## config.mk

```make
export PLATFORM = sky130hd
export DESIGN_NAME = envgen
export DESIGN_NICKNAME = d
export VERILOG_FILES = /design/src/rtl/envgen_pkg.sv /design/src/rtl/envgen_prescale.sv /design/src/rtl/envgen_period_div.sv /design/src/rtl/envgen_ramp.sv /design/src/rtl/envgen.sv
export SDC_FILE = /design/constraint.sdc
export NUM_CORES = 1
export LEC_CHECK = 0
export ABC_AREA = 0
export BUFFER_PORTS_ARGS = -buffer_cell sky130_fd_sc_hd__clkbuf_2
export CAP_MARGIN = 40
export CORE_AREA = 2 2 68 70
export DETAILED_ROUTE_END_ITERATION = 6
export DIE_AREA = 0 0 70 72
export HOLD_SLACK_MARGIN = 0.03
export PLACE_DENSITY_LB_ADDON = 0.08
export SLEW_MARGIN = 40
export SYNTH_ARGS = -nofsm -noshare
export SYNTH_HDL_FRONTEND = slang
export SYNTH_HIERARCHICAL = 1
export SYNTH_SLANG_ARGS = --single-unit
```

## constraint.sdc

```tcl
create_clock -name clk -period 2.8 [get_ports clk]
set_input_delay 0.42 -clock clk [delete_from_list [all_inputs] [get_ports clk]]
set_output_delay 0.42 -clock clk [all_outputs]
set_load 0.02 [all_outputs]
```

## src/rtl/envgen_pkg.sv

```systemverilog
package envgen_pkg;

  // Positions of the control bits inside the shape code
  localparam int SHAPE_W   = 4;
  localparam int BIT_CONT  = 3;
  localparam int BIT_ATT   = 2;
  localparam int BIT_ALT   = 1;
  localparam int BIT_HOLD  = 0;

  // The part of the shape code that matters once a ramp ends
  typedef struct packed {
    logic cont;
    logic alt;
    logic hold;
  } env_ctl_t;

  typedef enum logic [1:0] {
    END_ZERO   = 2'd0,
    END_FREEZE = 2'd1,
    END_WRAP   = 2'd2
  } end_act_t;

  function automatic env_ctl_t decode_ctl(input logic [SHAPE_W-1:0] code);
    env_ctl_t c;
    c.cont = code[BIT_CONT];
    c.alt  = code[BIT_ALT];
    c.hold = code[BIT_HOLD];
    return c;
  endfunction

  function automatic end_act_t end_action(input env_ctl_t c);
    if (!c.cont)     return END_ZERO;
    else if (c.hold) return END_FREEZE;
    else             return END_WRAP;
  endfunction

endpackage

```

## src/rtl/envgen_prescale.sv

```systemverilog
module envgen_prescale #(
  parameter int PRE_W = 4
) (
  input  logic clk,
  input  logic rst_n,
  input  logic clear,
  output logic pre_tick
);

  logic [PRE_W-1:0] cnt;

  assign pre_tick = &cnt;

  always_ff @(posedge clk or negedge rst_n) begin
    if (!rst_n)     cnt <= '0;
    else if (clear) cnt <= '0;
    else            cnt <= cnt + PRE_W'(1);
  end

endmodule

```

## src/rtl/envgen_period_div.sv

```systemverilog
module envgen_period_div #(
  parameter int PERIOD_W = 16
) (
  input  logic                clk,
  input  logic                rst_n,
  input  logic                clear,
  input  logic                pre_tick,
  input  logic [PERIOD_W-1:0] period,
  output logic                step_tick
);

  // A zero period behaves as one
  function automatic logic [PERIOD_W-1:0] eff_period(input logic [PERIOD_W-1:0] p);
    return (p == '0) ? PERIOD_W'(1) : p;
  endfunction

  logic [PERIOD_W-1:0] cnt;
  logic [PERIOD_W-1:0] last;

  assign last      = eff_period(period) - PERIOD_W'(1);
  // ">=" keeps a shrinking period from running the counter past its end
  assign step_tick = pre_tick && (cnt >= last);

  always_ff @(posedge clk or negedge rst_n) begin
    if (!rst_n)        cnt <= '0;
    else if (clear)    cnt <= '0;
    else if (pre_tick) cnt <= step_tick ? '0 : cnt + PERIOD_W'(1);
  end

endmodule

```

## src/rtl/envgen_ramp.sv

```systemverilog
module envgen_ramp
  import envgen_pkg::*;
#(
  parameter int STEP_W = 4
) (
  input  logic              clk,
  input  logic              rst_n,
  input  logic              start,
  input  logic              start_att,
  input  env_ctl_t          ctl,
  input  logic              step,
  output logic [STEP_W-1:0] pos,
  output logic              dir_up,
  output logic              frozen,
  output logic              hold_hi
);

  localparam logic [STEP_W-1:0] POS_MAX = '1;

  always_ff @(posedge clk or negedge rst_n) begin
    if (!rst_n) begin
      pos     <= '0;
      dir_up  <= 1'b0;
      frozen  <= 1'b1;
      hold_hi <= 1'b0;
    end else if (start) begin
      pos     <= '0;
      dir_up  <= start_att;
      frozen  <= 1'b0;
      hold_hi <= 1'b0;
    end else if (step && !frozen) begin
      if (pos != POS_MAX) begin
        pos <= pos + STEP_W'(1);
      end else begin
        case (end_action(ctl))
          END_ZERO: begin
            frozen  <= 1'b1;
            hold_hi <= 1'b0;
          end
          END_FREEZE: begin
            frozen  <= 1'b1;
            hold_hi <= dir_up ^ ctl.alt;
          end
          default: begin
            pos    <= '0;
            dir_up <= dir_up ^ ctl.alt;
          end
        endcase
      end
    end
  end

endmodule

```

## src/rtl/envgen.sv

```systemverilog
module envgen
  import envgen_pkg::*;
#(
  parameter int PERIOD_W = 16,
  parameter int PRE_W    = 4,
  parameter int LEVEL_W  = 4
) (
  input  logic                clk,
  input  logic                rst_n,
  input  logic [PERIOD_W-1:0] period,
  input  logic [SHAPE_W-1:0]  shape,
  input  logic                shape_wr,
  output logic [LEVEL_W-1:0]  level
);

  // Named internal events, also watched by the checker
  logic               pre_tick;
  logic               step_tick;
  logic [LEVEL_W-1:0] pos;
  logic               dir_up;
  logic               frozen;
  logic               hold_hi;
  env_ctl_t           ctl_q;

  always_ff @(posedge clk or negedge rst_n) begin
    if (!rst_n)        ctl_q <= '0;
    else if (shape_wr) ctl_q <= decode_ctl(shape);
  end

  envgen_prescale #(.PRE_W(PRE_W)) u_pre (
    .clk      (clk),
    .rst_n    (rst_n),
    .clear    (shape_wr),
    .pre_tick (pre_tick)
  );

  envgen_period_div #(.PERIOD_W(PERIOD_W)) u_div (
    .clk       (clk),
    .rst_n     (rst_n),
    .clear     (shape_wr),
    .pre_tick  (pre_tick),
    .period    (period),
    .step_tick (step_tick)
  );

  envgen_ramp #(.STEP_W(LEVEL_W)) u_ramp (
    .clk       (clk),
    .rst_n     (rst_n),
    .start     (shape_wr),
    .start_att (shape[BIT_ATT]),
    .ctl       (ctl_q),
    .step      (step_tick),
    .pos       (pos),
    .dir_up    (dir_up),
    .frozen    (frozen),
    .hold_hi   (hold_hi)
  );

  assign level = frozen ? {LEVEL_W{hold_hi}} : (dir_up ? pos : ~pos);

endmodule

```

==> run_results.csv <==
group,metric,value,unit
status,status,"finished with violations",
status,violations,"negative setup slack",
layout,fill_cells,287,
clock_tree,cts_root_buf,"clkbuf_8",
worst_setup_path,path_class,"input port to flop",
drt,wirelength,6010,µm
drt,vias,2202,
yosys,yosys_warnings,6,
global_route,antenna_found_initial,0,
clock_tree,cts_tree,"done",
yosys,yosysTopAreaCell,"dfrtp_1",
layout,n_antenna_cell,0,
worst_setup_path,cpPeakStageDelay,0.54,ns
place,place_area,2850,µm²
flow_run,cap_violations,0,
worst_setup_path,worst_ep_arrival_time,4.07,ns
worst_setup_path,cpMostUsedCell,"nand2b_4",
global_route,grt_pass1_vias,2142,
yosys,yosys_register_bits,30,
floorplanning,placementRows,24,
worst_setup_path,critical_path_buf_inv_count,3,
clock_tree,cts_buffers,5,
worst_setup_path,slowest_stage,"or4_4",
layout,ff_latch_area,752,µm²
worst_setup_path,r2r_end,"u_div/cnt[3]",
floorplanning,die_w,70,µm
drt,wire_per_inst,16.1,µm
place,place.gp.congestion,0.806,
global_route,grt_max_degree,31,
hold_path,holdCritPathClass,"input port to asynchronous set/reset pin",
timing,finalHoldViolCount,0,
yosys,synthesis.nets,284,
yosys,ys_types,48,
global_route,grt_overflow,0,
timing,timing.final.crit_share,139,%
timing,relSlewSlack,54.7,%
place,pre_cts_ws,-1.42,ns
layout,final_common_cell,"buf_4",
layout,area_delta_synth_final,41.9,%
worst_setup_path,critPathLaunchType,"input port",
global_route,grt_pass1_wl,10100,µm
worst_setup_path,r2r_slack,0.20,ns
drt,drtPass1Iterations,4,
clock_tree,cts_buffer_depth,2,
layout,mostFrequentLayoutCells,"39 x buf_4, 29 x dfrtp_1, 24 x clkbuf_2",
floorplanning,fp.dieH,72,µm
clock_tree,htree_levels,2,
timing,setup_ws,-1.09,ns
drt,via_per_inst,5.89,
timing,maxSlewViolCount,0,
layout,stdcell_count,374,
layout,drive_gt1_share,40.7,%
clock_tree,clkTransAtPathRegs,0.07,ns
timing,rsz0062_at_grt,"yes",
worst_setup_path,cp.required,2.98,ns
worst_setup_path,cp-end-kind,"flop",
layout,nNetsFinal,364,
floorplanning,core_area,4260,µm²
drt,drcViolationCount,0,
worst_setup_path,path_depth,19,
power_and_ir_drop,worst_ir_drop_vdd,0.000261,V
clock_tree,clk_latency,0.29,ns
power_and_ir_drop,p_per_area,312,nW/µm²
yosys,syn_area,2280,µm²
power_and_ir_drop,p_leak,1.41,nW
place,placed_cells,352,
yosys,syn_inst,241,
yosys,synth.avg_cell_area,9.44,µm²
worst_setup_path,worstPathMaxFanout,4,
worst_setup_path,r2r_cells,11,
drt,drt_iter0_drc,115,
place,dp_hpwl,4030,µm
floorplanning,initial_core_util,53.4,%
layout,finalInstanceArea,3230,µm²
timing,hold_ws,0.162,ns
yosys,ys_seq_area_share,33.0,%
yosys,synth_area_leaders,"dfrtp_1 32%, ha_1 11%, xnor2_1 4.6%",
clock_tree,clock-sinks,30,
power_and_ir_drop,power.total,1.01,mW
place,io_buffers,26,
timing,setup_viol,23,
timing,worst_slew_pin_slew,0.679,ns
timing,skew,0.00829,ns
timing,min_period,3.89,ns
yosys,synth.top_cell.area_share,31.9,%
floorplanning,io-pin-count,27,
timing,fmax,0.257,GHz
floorplanning,dieArea,5040,µm²
drt,drtAntennaViolNets,0,
worst_setup_path,worstReg2RegStart,"u_div/cnt[0]",
worst_setup_path,cp_top_family,"simple AND/OR/NAND/NOR gates",
worst_setup_path,critical_path.cell_chain,"buf_6, or4_4, nor3_4, nand2b_4, nor4_4, nor2_2, ha_2, nand2b_4, buf_6, nor2_2, xnor2_1, ha_1, nand4_1, a2111oi_4, o31a_1, nand2b_1, buf_4, nand2b_4, a311o_1",
layout,multi_input_area,1690,µm²
global_route,grt_usage,24.8,%
metrics by stage:
stage	setup TNS [ns]	util [%]
after floorplan	-22.09	-
after CTS	-20.54	73.3
after global routing	-26.25	75.8
final	-21.80	75.8
after global placement	-26.68	66.8
after detailed placement	-28.00	66.8
state kept, by name, indices dropped and copies added (netlist names):
signal          count
u_div/cnt          16
u_pre/cnt           4
ctl_q               3
u_ramp/frozen       1
u_ramp/hold_hi      1
u_ramp/dir_up       1
u_ramp/pos          4
logic make-up after synthesis:
kind of cell    share of synthesized area, %
compound gates                          17.8
flops                                   33.0
fa+ha+maj                               11.0
buf+inv                                 1.81
xor+xnor                                7.70
mux                                     3.57
simple gates                            25.1
worst register-to-register path: stages (launching register included):
cell and delay [ns]:
dfrtp_1 0.43, inv_1 0.11, ha_1 0.29, nand2b_4 0.15, a2111oi_4 0.40, a2111oi_4 0.09
buf_4 0.16, nor4_4 0.29, buf_6 0.21, buf_12 0.13, a41oi_1 0.12, a31oi_1 0.16
where the power goes:
group	switching, mW	internal (mW)	total [mW]
sequential	0.0112	0.442	0.454
clock	0.186	0.198	0.384
combinational	0.0877	0.0835	0.171
total	0.285	0.723	1.01
worst max path at each step:
stage	start	to	slack (ns)
floorplan	period[12]	u_ramp/dir_up	-1.34
global placement	period[12]	u_ramp/pos[3]	-1.36
detailed placement	period[12]	u_ramp/pos[3]	-1.42
CTS	period[3]	u_ramp/hold_hi	-0.99
global route	period[6]	u_ramp/hold_hi	-1.29
finish	period[6]	u_ramp/hold_hi	-1.09
metal layers:
metal / vias to the layer above / GRT usage (%) / share of wire, %
met3: 10 / 4.17 / 3.3
met2: 48 / 38.0 / 46
met4: 0 / 7.05 / 1.6
met1: 1066 / 36.5 / 49
met5: - / 0 / 0
li1: 1078 / - / -
area by class of cell:
type,count,area share (%)
inverters,5,0.581
clock inverters,2,0.387
repair buffers,76,18.8
flip-flops and latches,30,23.3
clock buffers,6,2.56
well taps,52,2.01
multi-input cells,203,52.4
Yosys cell counts (all sizes together):
| library cell | n |
|---|---|
| a2111oi | 2 |
| a21o | 3 |
| a21oi | 14 |
| a22o | 4 |
| a2bb2oi | 1 |
| a311o | 1 |
| a31o | 1 |
| a31oi | 15 |
| a41oi | 4 |
| and2 | 3 |
| and3 | 5 |
| and4 | 4 |
| buf | 2 |
| clkbuf | 1 |
| dfrtp | 29 |
| dfstp | 1 |
| ha | 20 |
| inv | 5 |
| mux2 | 6 |
| mux2i | 1 |
| nand2 | 18 |
| nand2b | 12 |
| nand3 | 7 |
| nand3b | 5 |
| nand4 | 4 |
| nor2 | 16 |
| nor2b | 3 |
| nor3 | 6 |
| nor4 | 6 |
| nor4b | 1 |
| o211ai | 1 |
| o21ai | 11 |
| o31a | 1 |
| o31ai | 1 |
| or2 | 1 |
| or3 | 2 |
| or4 | 4 |
| xnor2 | 12 |
| xor2 | 8 |
timing repair:
| item | CTS | global route |
|---|---|---|
| setup endpoints to repair | 23 | 23 |
| pin swaps | 19 | 12 |
| setup buffers | 8 | 2 |
| hold buffers | 0 | 0 |
| cloned | 3 | 1 |
| resized for setup | 17 | 12 |
No activity file was read; power rests on OpenSTA's default activity.
